### src/rtl/cfgrb_pkg.sv
package cfgrb_pkg;
  localparam int unsigned REG_IDX_W = 3;
  localparam int unsigned CTRL_EN   = 0;
  localparam int unsigned CTRL_RUNN = 1;

  typedef enum logic [REG_IDX_W-1:0] {
    REG_CTRL    = 3'd0,
    REG_STAT    = 3'd1,
    REG_ADDR_HI = 3'd2,
    REG_ADDR_LO = 3'd3,
    REG_DATA    = 3'd4
  } reg_idx_e;

  typedef enum logic [1:0] {
    FS_IDLE,
    FS_ISSUE,
    FS_WAIT,
    FS_HOLD
  } fetch_st_e;
endpackage

### src/rtl/cfgrb_lat_pipe.sv
// Tracks the in-flight fetch across the fixed memory latency.
module cfgrb_lat_pipe #(
  parameter int unsigned DEPTH = 2
) (
  input  logic clk_i,
  input  logic rst_ni,
  input  logic flush_i,
  input  logic in_i,
  output logic out_o
);
  logic [DEPTH-1:0] tag_q;

  generate
    if (DEPTH == 1) begin : g_single
      always_ff @(posedge clk_i or negedge rst_ni) begin
        if (!rst_ni)      tag_q <= '0;
        else if (flush_i) tag_q <= '0;
        else              tag_q <= in_i;
      end
    end else begin : g_chain
      always_ff @(posedge clk_i or negedge rst_ni) begin
        if (!rst_ni)      tag_q <= '0;
        else if (flush_i) tag_q <= '0;
        else              tag_q <= {tag_q[DEPTH-2:0], in_i};
      end
    end
  endgenerate

  assign out_o = tag_q[DEPTH-1];
endmodule

### src/rtl/cfgrb_regs.sv
module cfgrb_regs
  import cfgrb_pkg::*;
#(
  parameter int unsigned ADDR_W = 14,
  parameter int unsigned DATA_W = 8
) (
  input  logic                 clk_i,
  input  logic                 rst_ni,
  input  logic                 bus_sel_i,
  input  logic                 bus_we_i,
  input  logic [REG_IDX_W-1:0] bus_addr_i,
  input  logic [DATA_W-1:0]    bus_wdata_i,
  output logic [DATA_W-1:0]    bus_rdata_o,
  input  logic                 data_rdy_i,
  input  logic [DATA_W-1:0]    data_i,
  output logic                 en_o,
  output logic                 runn_o,
  output logic                 start_o,
  output logic                 abort_o,
  output logic                 consume_o,
  output logic [ADDR_W-1:0]    start_addr_o
);
  localparam int unsigned HI_W = ADDR_W - DATA_W;

  logic            en_q, runn_q;
  logic [HI_W-1:0] hi_q;
  logic [DATA_W-1:0] lo_q;
  logic wr, rd, wr_ctrl;

  assign wr      = bus_sel_i & bus_we_i;
  assign rd      = bus_sel_i & ~bus_we_i;
  assign wr_ctrl = wr & (bus_addr_i == REG_CTRL);

  always_ff @(posedge clk_i or negedge rst_ni) begin
    if (!rst_ni) begin
      en_q   <= 1'b0;
      runn_q <= 1'b1;
      hi_q   <= '0;
      lo_q   <= '0;
    end else if (wr) begin
      if (bus_addr_i == REG_CTRL) begin
        en_q <= bus_wdata_i[CTRL_EN];
        // run bit only writable while already enabled; disabling parks it at 1
        if (!bus_wdata_i[CTRL_EN])  runn_q <= 1'b1;
        else if (en_q)              runn_q <= bus_wdata_i[CTRL_RUNN];
      end else if (en_q && bus_addr_i == REG_ADDR_HI) begin
        hi_q <= bus_wdata_i[HI_W-1:0];
      end else if (en_q && bus_addr_i == REG_ADDR_LO) begin
        lo_q <= bus_wdata_i;
      end
    end
  end

  assign start_o      = wr_ctrl & en_q & bus_wdata_i[CTRL_EN] & ~bus_wdata_i[CTRL_RUNN];
  assign abort_o      = wr_ctrl & ~bus_wdata_i[CTRL_EN];
  assign consume_o    = rd & (bus_addr_i == REG_DATA) & data_rdy_i;
  assign start_addr_o = {hi_q, lo_q};
  assign en_o         = en_q;
  assign runn_o       = runn_q;

  always_comb begin
    bus_rdata_o = '0;
    case (bus_addr_i)
      REG_CTRL: begin
        bus_rdata_o[CTRL_EN]   = en_q;
        bus_rdata_o[CTRL_RUNN] = runn_q;
      end
      REG_STAT:    bus_rdata_o[0]         = data_rdy_i;
      REG_ADDR_HI: bus_rdata_o[HI_W-1:0]  = hi_q;
      REG_ADDR_LO: bus_rdata_o            = lo_q;
      REG_DATA:    bus_rdata_o            = data_i;
      default:     bus_rdata_o            = '0;
    endcase
  end
endmodule

### src/rtl/cfgrb_fetch.sv
module cfgrb_fetch
  import cfgrb_pkg::*;
#(
  parameter int unsigned ADDR_W  = 14,
  parameter int unsigned DATA_W  = 8,
  parameter int unsigned MEM_LAT = 2
) (
  input  logic              clk_i,
  input  logic              rst_ni,
  input  logic              en_i,
  input  logic              abort_i,
  input  logic              runn_i,
  input  logic              start_i,
  input  logic [ADDR_W-1:0] start_addr_i,
  input  logic              consume_i,
  input  logic [DATA_W-1:0] mem_rdata_i,
  output logic              mem_req_o,
  output logic [ADDR_W-1:0] mem_addr_o,
  output logic              data_rdy_o,
  output logic [DATA_W-1:0] data_o,
  output logic              busy_o
);
  fetch_st_e         st_q;
  logic [ADDR_W-1:0] cur_q;
  logic [DATA_W-1:0] data_q;
  logic              rdy_q, flush, arrive;

  assign flush = start_i | abort_i | ~en_i;

  cfgrb_lat_pipe #(.DEPTH(MEM_LAT)) u_pipe (
    .clk_i  (clk_i),
    .rst_ni (rst_ni),
    .flush_i(flush),
    .in_i   (mem_req_o),
    .out_o  (arrive)
  );

  always_ff @(posedge clk_i or negedge rst_ni) begin
    if (!rst_ni) begin
      st_q   <= FS_IDLE;
      cur_q  <= '0;
      data_q <= '0;
      rdy_q  <= 1'b0;
    end else if (abort_i || !en_i) begin
      st_q  <= FS_IDLE;
      rdy_q <= 1'b0;
    end else if (start_i) begin
      st_q  <= FS_ISSUE;
      cur_q <= start_addr_i;
      rdy_q <= 1'b0;
    end else begin
      case (st_q)
        FS_ISSUE: st_q <= FS_WAIT;
        FS_WAIT: if (arrive) begin
          data_q <= mem_rdata_i;
          rdy_q  <= 1'b1;
          st_q   <= FS_HOLD;
        end
        FS_HOLD: if (consume_i) begin
          rdy_q <= 1'b0;
          if (runn_i) st_q <= FS_IDLE;
          else begin
            cur_q <= cur_q + 1'b1;
            st_q  <= FS_ISSUE;
          end
        end
        default: st_q <= FS_IDLE;
      endcase
    end
  end

  assign mem_req_o  = (st_q == FS_ISSUE);
  assign mem_addr_o = cur_q;
  assign data_rdy_o = rdy_q;
  assign data_o     = data_q;
  assign busy_o     = (st_q != FS_IDLE);
endmodule

### src/rtl/cfg_readback_engine.sv
module cfg_readback_engine
  import cfgrb_pkg::*;
#(
  parameter int unsigned ADDR_W  = 14,
  parameter int unsigned DATA_W  = 8,
  parameter int unsigned MEM_LAT = 2
) (
  input  logic                 clk_i,
  input  logic                 rst_ni,
  input  logic                 bus_sel_i,
  input  logic                 bus_we_i,
  input  logic [REG_IDX_W-1:0] bus_addr_i,
  input  logic [DATA_W-1:0]    bus_wdata_i,
  output logic [DATA_W-1:0]    bus_rdata_o,
  output logic                 mem_req_o,
  output logic [ADDR_W-1:0]    mem_addr_o,
  input  logic [DATA_W-1:0]    mem_rdata_i,
  input  logic                 ser_valid_i,
  output logic                 ser_valid_o
);
  logic              en_q, runn_q, start, abort, consume, data_rdy, busy;
  logic [ADDR_W-1:0] start_addr;
  logic [DATA_W-1:0] data_q;

  cfgrb_regs #(.ADDR_W(ADDR_W), .DATA_W(DATA_W)) u_regs (
    .clk_i       (clk_i),
    .rst_ni      (rst_ni),
    .bus_sel_i   (bus_sel_i),
    .bus_we_i    (bus_we_i),
    .bus_addr_i  (bus_addr_i),
    .bus_wdata_i (bus_wdata_i),
    .bus_rdata_o (bus_rdata_o),
    .data_rdy_i  (data_rdy),
    .data_i      (data_q),
    .en_o        (en_q),
    .runn_o      (runn_q),
    .start_o     (start),
    .abort_o     (abort),
    .consume_o   (consume),
    .start_addr_o(start_addr)
  );

  cfgrb_fetch #(.ADDR_W(ADDR_W), .DATA_W(DATA_W), .MEM_LAT(MEM_LAT)) u_fetch (
    .clk_i       (clk_i),
    .rst_ni      (rst_ni),
    .en_i        (en_q),
    .abort_i     (abort),
    .runn_i      (runn_q),
    .start_i     (start),
    .start_addr_i(start_addr),
    .consume_i   (consume),
    .mem_rdata_i (mem_rdata_i),
    .mem_req_o   (mem_req_o),
    .mem_addr_o  (mem_addr_o),
    .data_rdy_o  (data_rdy),
    .data_o      (data_q),
    .busy_o      (busy)
  );

  assign ser_valid_o = ser_valid_i & ~busy;
endmodule

### config.mk
export PLATFORM = sky130hd
export DESIGN_NAME = cfg_readback_engine
export DESIGN_NICKNAME = d
export VERILOG_FILES = /design/src/rtl/cfgrb_pkg.sv /design/src/rtl/cfgrb_lat_pipe.sv /design/src/rtl/cfgrb_regs.sv /design/src/rtl/cfgrb_fetch.sv /design/src/rtl/cfg_readback_engine.sv
export SDC_FILE = /design/constraint.sdc
export NUM_CORES = 1
export LEC_CHECK = 0
export BUFFER_PORTS_ARGS = -buffer_cell sky130_fd_sc_hd__buf_2
export CAP_MARGIN = 30
export CORE_MARGIN = 2
export CORE_UTILIZATION = 50
export CTS_CLUSTER_SIZE = 20
export DETAILED_ROUTE_END_ITERATION = 8
export GPL_ROUTABILITY_DRIVEN = 0
export HOLD_SLACK_MARGIN = 0.12
export PLACE_DENSITY_LB_ADDON = 0.3
export SYNTH_ARGS = -nofsm -noshare
export SYNTH_HDL_FRONTEND = slang
export SYNTH_HIERARCHICAL = 1
export SYNTH_SLANG_ARGS = --single-unit
### constraint.sdc
create_clock -name clk_i -period 1.9 [get_ports clk_i]
set_input_delay 0.19 -clock clk_i [delete_from_list [all_inputs] [get_ports clk_i]]
set_output_delay 0.19 -clock clk_i [all_outputs]
set_load 0.05 [all_outputs]
After elaboration in Yosys (flattened, before gate mapping):

Index checks and enable logic that the tools add are counted.
Widths: inputs -> output; s select.

* register bits: 43
* latch bits: 0
* memory bits (writable): 0
* memory bits (read-only): 0
* input port bits: 24
* output and inout bits: 24
* word-level logic and storage cells: 81
* memories: 0

* $add $sub $neg: 1
* $mul: 0
* div/mod/pow operators: 0
* $lt $le $gt $ge: 0
* equal/unequal tests: 11
* shift-type cells: 0
* multiplexer cells: 22
* bitwise gates (word level): 21
* reduce and logical (&&, ||, !) cells: 17

Operators with widths (count)
* $mux 14: 4
* $add 14x1->14 const B: 1
* $pmux 4 s3: 1
* $reduce_and 4->1: 3
* $and 1x1->1: 10
* $mux 2: 5
* $not 1->1: 9
* $reduce_and 3->1: 3
* $ne 4x2->1 const B: 2
* $mux 1: 7
* $eq 3x2->1 const B: 2
* $pmux 2 s3: 1
* $reduce_bool 2->1: 3
* $pmux 1 s5: 1
* $eq 2x2->1 const B: 2
* $ne 2x1->1 const B: 2
* $pmux 1 s4: 1
* $pmux 2 s2: 1
* $reduce_and 2->1: 2
* $reduce_bool 4->1: 1
* $eq 3x1->1 const B: 1
* $eq 3x3->1 const B: 1
* $logic_not 3->1: 1
* $eq 2x1->1 const B: 1
* other kinds (5): 7

Logic depth before layout (Yosys ltp):

Gate-level depths: netlist of run 1.

* word-level depth: 8
* gate-level depth with buffers: 10
* mapped depth without buffers: 7

Modules after synthesis:

Netlist of run 1, hierarchy kept.

By module, submodules not included
* cfgrb_fetch: instances 1, cells an instance 154, area each 1522.7 um^2, sequential area each 625.6 um^2
* cfgrb_regs: instances 1, cells an instance 72, area each 893.4 um^2, sequential area each 401.6 um^2
* cfgrb_lat_pipe: instances 1, cells an instance 4, area each 62.6 um^2, sequential area each 50.0 um^2
* cfg_readback_engine: instances 1, cells an instance 1, area each 13.8 um^2, sequential area each 0.0 um^2

Worst setup path after synthesis of run 1:

Ideal clock, no wire load.

* path kind: input to register
* start: input bus_addr_i[0]
* end: register u_fetch.cur_q[13] (netlist: u_fetch/mem_addr_o[13])
* library setup time: 72 ps
* arrival time: 1909 ps
* data required time: 1828 ps
* slack: -82 ps
* stages: 7
* path buffers: 1
* cell sequence: buf_2 -> nor3_2 -> and4b_1 -> nand4_4 -> nor4_2 -> mux2_2 -> nor2_1

* elaborated cells between the ends (all ways): 16
* those cells by class: eq/ne: 2; mux: 1; bitwise: 8; reduce/logical: 5

RTL lines
* start: declaration: RTL line cfg_readback_engine.sv:12 `input logic [REG_IDX_W-1:0] bus_addr_i,`
* $eq 3x3->1: RTL line cfgrb_regs.sv:56 `assign consume_o = rd & (bus_addr_i == REG_DATA) & data_rdy_i;`
* $and 1x1->1 (2 in series): RTL line cfgrb_regs.sv:56
* via consume: RTL line cfg_readback_engine.sv:21 `logic en_q, runn_q, start, abort, consume, data_rdy, busy;`
* $reduce_bool 2->1 (no line)
* $reduce_and 4->1 (no line)
* end signal: assignment: RTL line cfgrb_fetch.sv:49 `cur_q <= start_addr_i;`
* end signal: assignment: RTL line cfgrb_fetch.sv:63 `cur_q <= cur_q + 1'b1;`
* end: declaration: RTL line cfgrb_fetch.sv:24 `logic [ADDR_W-1:0] cur_q;`

The timed path passes the listed nets, and every way through them passes these cells.
A chain may end at the register's enable or synchronous reset.

Worst setup path in the final report of run 1:

* start: register u_regs.en_q (netlist: u_regs/en_o)
* end: output bus_rdata_o[0]

* cells in the longest elaborated chain, start to end: 1

Ends and longest elaborated chain
* start: declaration: RTL line cfgrb_regs.sv:25 `logic en_q, runn_q;`
* start signal: assignment: RTL line cfgrb_regs.sv:42 `en_q <= bus_wdata_i[CTRL_EN];`
* $pmux 1 s5: RTL line cfgrb_regs.sv:63 `case (bus_addr_i)`
* end: declaration: RTL line cfg_readback_engine.sv:14 `output logic [DATA_W-1:0] bus_rdata_o,`

No other way between the ends.

==> results of run 1 <==
-- per-layer routing --
| layer | up-vias | wire [um] | track usage, % |
|---|---|---|---|
| li1 | 997 | - | - |
| met1 | 992 | 2650 | 31.4 |
| met2 | 67 | 2760 | 35.2 |
| met3 | 6 | 323 | 4.88 |
| met4 | 0 | 65 | 7.34 |
| met5 | - | 0 | 0 |
-- per-stage QoR --
stage | std cells | hold slack [ps] | worst slack [ps]
after detailed placement | 350 | 100 | 17.5
after global placement | 350 | 101 | 49.6
after floorplan | 231 | -106 | 16.1
after CTS | 370 | 126 | 131
final | 370 | 131 | 131
after global routing | 370 | 129 | 48.1
-- report_power, final --
part,switching [mW],internal [mW]
registers,0.0908,0.991
logic,0.222,0.193
clock network,0.335,0.297
-- worst register-to-register path, cell delays in order (launching register included) --
cell	delay [ps]
dfrtp_1	510
nand2_1	140
nor3_2	170
buf_4	190
inv_1	130
buf_4	180
and4_1	150
nor3_1	210
-- logic make-up (layout without fill, tap and decap cells) --
group	count (synthesis)	after routing
simple gates	86	86
fa+ha+maj	5	5
compound gates	38	38
mux	39	39
buf+inv	20	92
flops	43	43
-- cell usage after synthesis, types with 3 or more instances --
library cell,number,area share (%)
and3_1,5,1.3
inv_1,10,1.5
nand3_1,3,0.60
nand2_1,16,2.4
nor3_1,12,2.4
a211oi_1,3,0.90
nor2b_1,4,1.0
nor2_1,15,2.3
buf_2,4,0.80
nor4_2,3,1.5
o22ai_1,9,2.3
ha_1,5,2.5
mux2i_1,11,4.4
mux2_2,27,12
o21ai_0,4,0.80
nand4_1,7,1.8
dfrtp_1,42,42
o2bb2ai_1,5,1.8
a31oi_1,4,1.0
a21oi_1,4,0.80
-- worst max-delay path by stage --
stage,from,end,slack (ps),cells after the start
floorplan,bus_addr_i[1],u_fetch/mem_addr_o[13],20,7
global placement,bus_addr_i[2],u_fetch/mem_addr_o[13],50,8
detailed placement,bus_addr_i[2],u_fetch/mem_addr_o[13],20,8
CTS,u_regs/en_o,bus_rdata_o[0],130,4
global route,u_fetch/st_q[1],u_fetch/mem_addr_o[13],50,5
finish,u_regs/en_o,bus_rdata_o[0],130,4
-- cell usage in the layout, fill, tap and decap left out, types with 2 or more instances in the layout --
master         instances
nand2_1               16
o22ai_1                9
mux2_2                27
a22o_1                 2
and3b_1                2
a211oi_1               3
nand4b_4               2
o21ai_0                4
buf_2                 47
dfrtp_1               42
o2bb2ai_1              5
nand4_1                7
dlygate4sd3_1         12
a31oi_1                4
clkbuf_8               6
ha_1                   5
mux2i_1               11
a21oi_1                4
and3_1                 5
nand3_1                3
buf_4                 14
nor2_1                15
nor2b_1                4
nor3_1                11
nand2b_1               2
nor4_2                 3
inv_1                 10
-- layout make-up --
class	instances	area, um2
clock buffers	6	82.6
clock inverters	2	16.3
fillers	401	1650
inverters	10	37.5
multi-input cells	168	1330
flip-flops and latches	43	1080
well taps	67	83.8
repair buffers	74	480
-- sequential cells by signal, summed over array words and instances (netlist names) --
name	flops
u_regs/runn_o	1
u_fetch/data_rdy_o	1
u_regs/lo_q	8
u_regs/en_o	1
u_fetch/data_o	8
u_fetch/st_q	2
u_fetch/u_pipe/tag_q	2
u_regs/hi_q	6
u_fetch/mem_addr_o	14
==> run_results.csv, run 1 <==
group,metric,value,unit
status,outcome,"finished, final reports clean",
synthesis,muxShareOfSynthArea,17.1,%
worst_setup_path,end_kind,"primary output",
floorplanning,core_area,4750,um2
floorplanning,die_y,74.6,um
clock_tree,cts_root_buffer,"clkbuf_8",
floorplanning,die_area,5570,um2
pwr,power_density,686,nW/um2
drt,dr.pass1.iters,4,
worst_setup_path,cp_top_family,"flip-flops",
worst_setup_path,required,1710,ps
synthesis,syn_area_per_cell,10.8,um2
drt,route.detailed.drc,0,
grt,grt_antenna_before_repair,0,
clock_tree,cts_tree,"done",
worst_setup_path,crit_chain,"mux2_2 -> a32oi_1 -> o31ai_1 -> buf_2",
synthesis,synth_top_family_by_area,"simple AND/OR/NAND/NOR gates",
hold_path,hold_end,"u_regs/hi_q[4]",
worst_setup_path,worst-path-buf-inv,1,
timing,finalSetupViolCount,0,
hold_path,hp-start,"bus_wdata_i[4]",
worst_setup_path,rr_startpoint,"u_regs/en_o",
worst_setup_path,worstPathArrival,1580,ps
synthesis,synthSimpleGateAreaFrac,22.7,%
grt,overflow,0,
clock_tree,clk_pin_slew,90,ps
synthesis,synthCells,231,
pwr,power_leakage,1.50,nW
hold_path,whs_path_depth,2,
timing,hold_viol,0,
clock_tree,cts_sinks,43,
clock_tree,max-clock-path-buffers,2,
synthesis,ys_seq_area_share,43.2,%
timing,rsz0062_at_grt,"false",
layout,area_delta_synth_final,24.5,%
floorplanning,start_util,52.4,%
drt,ant_nets,0,
clock_tree,cts_inserted_buffers,5,
timing,period_share,93.1,%
worst_setup_path,crit_type,"register to primary output",
placed_design,port_buffers,47,
layout,stdcell_area,3100,um2
clock_tree,htree_levels,2,
synthesis,synthXorXnorAreaFrac,0,%
synthesis,yosys_warnings,6,
worst_setup_path,rr_endpoint,"u_fetch/mem_addr_o[8]",
timing,worstMarginPinSlew,465,ps
worst_setup_path,cpPeakStageDelay,480,ps
timing,slew_headroom,69.0,%
floorplanning,num_io_pins,48,
floorplanning,rows,25,
drt,wl,5800,um
timing,slew_viol_final,0,
worst_setup_path,regToRegSetupSlack,130,ps
layout,final_layout_size_suffix_gt1_share,37.6,%
floorplanning,die_x,74.6,um
synthesis,synth_edf_count,0,
drt,wl_per_cell,15.7,um
synthesis,synth-compound-area-share,10.4,%
synthesis,netlist_area,2490,um2
synthesis,synth_cell_types,51,
grt,grt_max_degree,17,
synthesis,ys_ff_latch,43,
clock_tree,cts_setup_buffers,0,
worst_setup_path,r2r_cells,7,
clock_tree,cts_repair_resize_count,0,
worst_setup_path,worstSetupStartpointType,"register",
pwr,total_power,2.13,mW
timing,fin_skew,7.40,ps
layout,antenna_cells,0,
clock_tree,clk_latency,300,ps
worst_setup_path,crit_fanout,7,
worst_setup_path,slowest_stage,"dfrtp_1",
layout,finish.utilization,65.3,%
synthesis,async_flop_share,100,%
grt,grt_pass1_vias,2029,
grt,grt_usage,22.6,%
hold_path,hp-class,"input pin to register",
timing,max_freq,565,MHz
run,maxCapViolCount,0,
clock_tree,postCtsHoldBufs,12,
synthesis,dominantRegCellSynth,"dfrtp_1",
grt,grt_pass1_wl,9490,um
layout,nets,331,
pwr,peakVddDrop,0.000451,V
timing,fin_crit,1770,ps
synthesis,syn-num-nets,260,
drt,drt_iter0_drc,144,
placed_design,dpl.hpwl,4270,um
timing,tns,0,ps
placed_design,placed_area,2880,um2
synthesis,yosys.area_share.adder,2.51,%
drt,vias,2062,
drt,post_drt_via_cell_ratio,5.57,
(Power assumes the default switching activity.)
==> run 2: changes to the inputs <==
- ABC_AREA: unset -> 1
- PLACE_DENSITY: unset -> 0.84
- PLACE_DENSITY_LB_ADDON: 0.3 -> unset
==> run 2 against run 1 <==
First-iteration DRC count is 85% higher. Critical endpoint is now u_fetch/mem_addr_o[4]. Critical path type is now register to register. Combinational power is 36% lower. Clock power is 3% lower. Cell area is 0.65% lower.
==> run_results.csv, run 2 <==
group,metric,value,unit
grt,grt_usage,21.7,%
synthesis,yosysTopAreaCell,"dfrtp_1",
grt,grt_pass1_wl,10500,um
synthesis,netlist_top_cells_area,"dfrtp_1 (40%), nand2_1 (17%), nand3_1 (6.5%)",
worst_setup_path,cpPeakStageDelay,440,ps
clock_tree,cts_setup_buffers,0,
synthesis,dominantRegCellSynth,"dfrtp_1",
layout,nets,442,
clock_tree,htree_levels,2,
synthesis,netlist_top_cells_count,"nand2_1 (120), dfrtp_1 (42), inv_1 (37)",
timing,slew_viol_final,0,
timing,slew_headroom,63.8,%
synthesis,syn-num-nets,384,
layout,antenna_cells,0,
timing,tns,0,ps
timing,hold_viol,0,
worst_setup_path,worstPathArrival,2010,ps
synthesis,synthCells,355,
synthesis,syn_area_per_cell,7.43,um2
pwr,peakVddDrop,0.000364,V
timing,finalSetupViolCount,0,
floorplanning,die_area,5870,um2
timing,period_share,94.1,%
worst_setup_path,crit_fanout,18,
layout,layout_common_cells,"nand2_1 (120), buf_2 (47), dfrtp_1 (42), inv_1 (37), nand3_1 (34)",
run,maxCapViolCount,0,
timing,fin_crit,1790,ps
floorplanning,core_area,5110,um2
clock_tree,cts_tree,"done",
clock_tree,cts_sinks,43,
timing,rsz0062_at_grt,"false",
pwr,power_leakage,1.69,nW
grt,grt_pass1_vias,2416,
grt,grt_antenna_before_repair,0,
grt,overflow,0,
timing,max_freq,559,MHz
timing,setup_ws,111,ps
placed_design,pre_cts_slack,26.3,ps
floorplanning,die_x,76.6,um
synthesis,synth_edf_count,0,
placed_design,port_buffers,47,
drt,post_drt_via_cell_ratio,5.07,
synthesis,netlist.area_leader.share,39.9,%
synthesis,ys_ff_latch,43,
clock_tree,cts_repair_resize_count,0,
drt,route.detailed.drc,0,
synthesis,yosysMostFrequentCell,"nand2_1",
synthesis,netlist_area,2640,um2
clock_tree,clk_pin_slew,100,ps
layout,largest_reg_flops,14,
synthesis,ys_seq_area_share,40.9,%
drt,dr.pass1.iters,4,
placed_design,dpl.hpwl,4260,um
drt,wl_per_cell,12.3,um
drt,ant_nets,0,
drt,drt_iter0_drc,267,
pwr,power_density,627,nW/um2
synthesis,async_flop_share,100,%
hold_path,hp-class,"input pin to register",
grt,grt_max_degree,44,
floorplanning,die_y,76.6,um
synthesis,synth_cell_types,32,
timing,worstMarginPinSlew,542,ps
drt,vias,2453,
status,outcome,"finished, final reports clean",
worst_setup_path,crit_type,"register to register",
worst_setup_path,crit_chain,"nand3_1 -> nor3_1 -> buf_4 -> nor2_4 -> nor2_4 -> nand2_4 -> inv_4 -> o21ai_0 -> o21ai_0",
clock_tree,cts_root_buffer,"clkbuf_8",
floorplanning,num_io_pins,48,
synthesis,yosys_warnings,6,
worst_setup_path,end_kind,"register",
worst_setup_path,slowest_stage,"dfrtp_1",
drt,wl,5960,um
clock_tree,max-clock-path-buffers,2,
timing,fin_skew,9.57,ps
clock_tree,cts_inserted_buffers,5,
worst_setup_path,required,2120,ps
worst_setup_path,worstSetupStartpointType,"register",
clock_tree,clk_latency,310,ps
floorplanning,rows,26,
layout,area_delta_synth_final,16.9,%
layout,layout_commonest_cell,"nand2_1",
floorplanning,start_util,51.6,%
layout,final_layout_size_suffix_gt1_share,21.7,%
[run 2: cell count changes after synthesis, moves of 5 or more]
cell / delta
mux2_2: -27
nand3_1: +31
nor2_2: +5
mux2i_1: -11
inv_1: +27
o21ai_1: +8
and3_1: -5
o21ai_0: +11
o22ai_1: -7
o2bb2ai_1: -5
nor3_1: -8
nor2_1: +12
nand2_1: +104
[run 2: area by class of cell]
type	count	area (um2)
clock buffer	5	68.8
clock inverter	3	25.0
fill	474	2020
inverter	43	166
multi-input combinational	260	1290
sequential	43	1080
tap	70	87.6
timing repair buffer	60	368
[run 2: routing by layer]
metal	up-vias	GRT usage [%]	part of all wire (%)
met4	0	3.82	0.47
met2	82	37.2	48
met3	4	4.86	6.4
met1	1119	28.5	45
li1	1248	-	-
met5	-	0	0
[run 2: cells by family after synthesis]
group           Yosys count  synth area share [%]
simple gates            211                  36.6
flops                    43                  40.9
xor+xnor                  3                 0.997
fa+ha+maj                 5                  2.37
buf+inv                  52                  10.2
compound gates           41                  8.92
[run 2: critical path: cells and delay by family (launching register included)]
kind	cells	cell delay (ps)
DFF	1	440
buffers and inverters	2	380
and+or+nand+nor	5	620
AOI/OAI and AO/OA	2	270
[run 2: worst paths after layout]
| check | start | endpoint | slack [ps] | depth (start not counted) |
|---|---|---|---|---|
| setup / recovery | u_regs/en_o | u_fetch/mem_addr_o[4] | 110 | 9 |
| hold / removal | bus_wdata_i[5] | u_regs/hi_q[5] | 130 | 3 |
| setup reg to reg | u_regs/en_o | u_fetch/mem_addr_o[4] | 110 | 9 |
| hold reg to reg | u_fetch/u_pipe/tag_q[0] | u_fetch/u_pipe/tag_q[1] | 470 | 2 |
| max in group asynchronous | rst_ni | u_regs/lo_q[0] | 1050 | 3 |
| min in group asynchronous | rst_ni | u_regs/lo_q[2] | 480 | 3 |
[run 2: what timing repair did]
| action | 4_1_cts | 5_1_grt |
|---|---|---|
| setup endpoints to repair | 0 | 0 |
| hold buffers | 9 | 0 |
| endpoints found under the hold margin | 50 | 0 |
[run 2: stage by stage]
step	hold slack, ps	power [mW]	cell area [um2]	utilization (%)	std cells
3_3_place_gp	294	1.31	2900	56.8	467
4_1_cts	121	1.95	3080	60.4	484
2_1_floorplan	-106	1.22	2640	-	355
5_1_grt	127	2.03	3080	60.4	484
6_report	129	1.93	3080	60.4	484
3_5_place_dp	299	1.32	2900	56.8	467
[run 2: power by group]
group / total (mW) / switching (mW) / internal, mW / leakage [nW]
sequential: 1.05 / 0.0702 / 0.984 / 0.583
clock: 0.614 / 0.351 / 0.263 / 0.0443
combinational: 0.266 / 0.175 / 0.0905 / 1.07
total: 1.93 / 0.597 / 1.34 / 1.69
==> run 3: changes to the inputs <==
- PLACE_DENSITY: 0.84 -> 0.87
- SKIP_CTS_REPAIR_TIMING: unset -> 1
- clock period: 1.9 -> 1.6 ns (I/O delays scaled with it)
==> run 3 against run 2 <==
Sequential share of layout area down 1.6 points. Utilization up 3.0 points. Clock power up 44%. Critical endpoint is now u_fetch/mem_addr_o[3]. Combinational power up 30%. Cell area is 5.0% higher. Non-clock buffer count grew 11. Flip-flop and latch count unchanged. Via count grew 5.3%. Sequential power rose by 19%. First-iteration DRC count decreased by 41%. Critical path depth stayed put. Critical path type unchanged. Die area stayed put. Highest routed layer unchanged.
==> run_results.csv, run 3 (synthesized netlist as in run 2, its figures left out) <==
group,metric,value,unit
status,outcome,"finished, final reports clean",
worst_setup_path,end_kind,"register",
pwr,power_density,767,nW/um2
clock_tree,cts_inserted_buffers,5,
floorplanning,core_area,5110,um2
layout,final_layout_size_suffix_gt1_share,26.4,%
timing,worstMarginPinSlew,388,ps
layout,largest_reg_flops,14,
clock_tree,clk_latency,290,ps
drt,wl,6250,um
worst_setup_path,crit_type,"register to register",
floorplanning,rows,26,
worst_setup_path,crit_top_cell,"buf_4",
placed_design,placed_area,2990,um2
timing,period_share,95.6,%
grt,grt_pass1_wl,10300,um
floorplanning,die_area,5870,um2
placed_design,port_buffers,47,
worst_setup_path,worstPathArrival,1760,ps
timing,hold_viol,0,
worst_setup_path,worst-path-buf-inv,3,
timing,slew_viol_final,0,
grt,grt_pass1_vias,2304,
hold_path,hp-class,"input pin to register",
worst_setup_path,slowest_stage,"dfrtp_1",
timing,fin_skew,8.96,ps
timing,rsz0062_at_grt,"true",
timing,slew_headroom,74.1,%
layout,layout_common_cells,"nand2_1 (120), buf_2 (46), dfrtp_1 (40), inv_1 (37), nand3_1 (33)",
grt,grt_max_degree,30,
pwr,total_power,2.48,mW
floorplanning,start_util,51.6,%
pwr,peakVddDrop,0.000643,V
worst_setup_path,worstSetupStartpointType,"register",
clock_tree,max-clock-path-buffers,2,
worst_setup_path,cp_top_family,"buffers and inverters",
worst_setup_path,cpPeakStageDelay,380,ps
grt,grt_usage,21.6,%
worst_setup_path,required,1830,ps
clock_tree,htree_levels,2,
layout,area_delta_synth_final,22.8,%
run,maxCapViolCount,0,
drt,drt_iter0_drc,157,
floorplanning,die_y,76.6,um
layout,layout_commonest_cell,"nand2_1",
worst_setup_path,crit_chain,"nand3_2 -> nor3_2 -> buf_4 -> inv_4 -> o21ai_2 -> nand2_4 -> buf_4 -> a21oi_2 -> o21a_1",
clock_tree,cts_root_buffer,"clkbuf_8",
layout,nets,453,
drt,wl_per_cell,12.6,um
timing,finalSetupViolCount,0,
drt,dr.pass1.iters,5,
clock_tree,clk_pin_slew,80,ps
pwr,power_leakage,1.76,nW
drt,vias,2583,
worst_setup_path,crit_fanout,7,
layout,stdcell_area,3240,um2
floorplanning,die_x,76.6,um
floorplanning,num_io_pins,48,
grt,grt_antenna_before_repair,0,
worst_setup_path,r2r_cells,9,
clock_tree,cts_tree,"done",
drt,route.detailed.drc,0,
timing,fin_crit,1530,ps
grt,overflow,0,
hold_path,whs_path_depth,3,
layout,antenna_cells,0,
drt,post_drt_via_cell_ratio,5.22,
worst_setup_path,crit_cells,9,
timing,max_freq,654,MHz
clock_tree,cts_sinks,43,
placed_design,dpl.hpwl,4570,um
drt,ant_nets,0,
## run 3: worst reg2reg max path, stage by stage, from the launching register on
cell	delay (ps)
dfrtp_1	380
nand3_2	110
nor3_2	170
buf_4	180
inv_4	70
o21ai_2	80
nand2_4	120
buf_4	170
a21oi_2	90
o21a_1	110
## run 3: area by class of cell
class                           instances  area (um2)
Fill cell                             446        1870
Multi-Input combinational cell        260        1320
Sequential cell                        43        1080
Timing Repair Buffer                   71         464
Inverter                               43         171
Tap cell                               70        87.6
Clock buffer                            6        82.6
Clock inverter                          2        35.0
## run 3: routing by layer
metal,part of all wire (%),GRT usage [%]
met1,43,28.2
met2,49,36.9
met3,6.4,4.50
met4,0.94,5.27
met5,0,0
## run 3: worst paths after layout
path	startpoint	to	slack, ps
setup / recovery	u_regs/en_o	u_fetch/mem_addr_o[3]	70
hold / removal	mem_rdata_i[4]	u_fetch/data_o[4]	100
setup reg to reg	u_regs/en_o	u_fetch/mem_addr_o[3]	70
hold reg to reg	u_fetch/u_pipe/tag_q[0]	u_fetch/u_pipe/tag_q[1]	480
max in group asynchronous	rst_ni	u_regs/hi_q[0]	830
min in group asynchronous	rst_ni	u_fetch/mem_addr_o[5]	300
## run 3: stage by stage
stage               hold slack, ps  util [%]  std cells  worst slack, ps  setup TNS (ps)
floorplan                     -136         -        355             79.6               0
finish                        99.4      63.4        495             70.4               0
detailed placement            96.3      58.5        477            -77.4            -533
global placement              94.6      58.5        477            -12.6           -35.9
CTS                           -225      60.8        485            -3.00           -3.00
global route                   109      63.4        495            -20.7           -54.1
## run 3: power by group
part,internal [mW],total (mW),switching [mW]
combinational,0.124,0.347,0.222
sequential,1.17,1.25,0.0867
clock,0.505,0.883,0.378
total,1.80,2.48,0.687
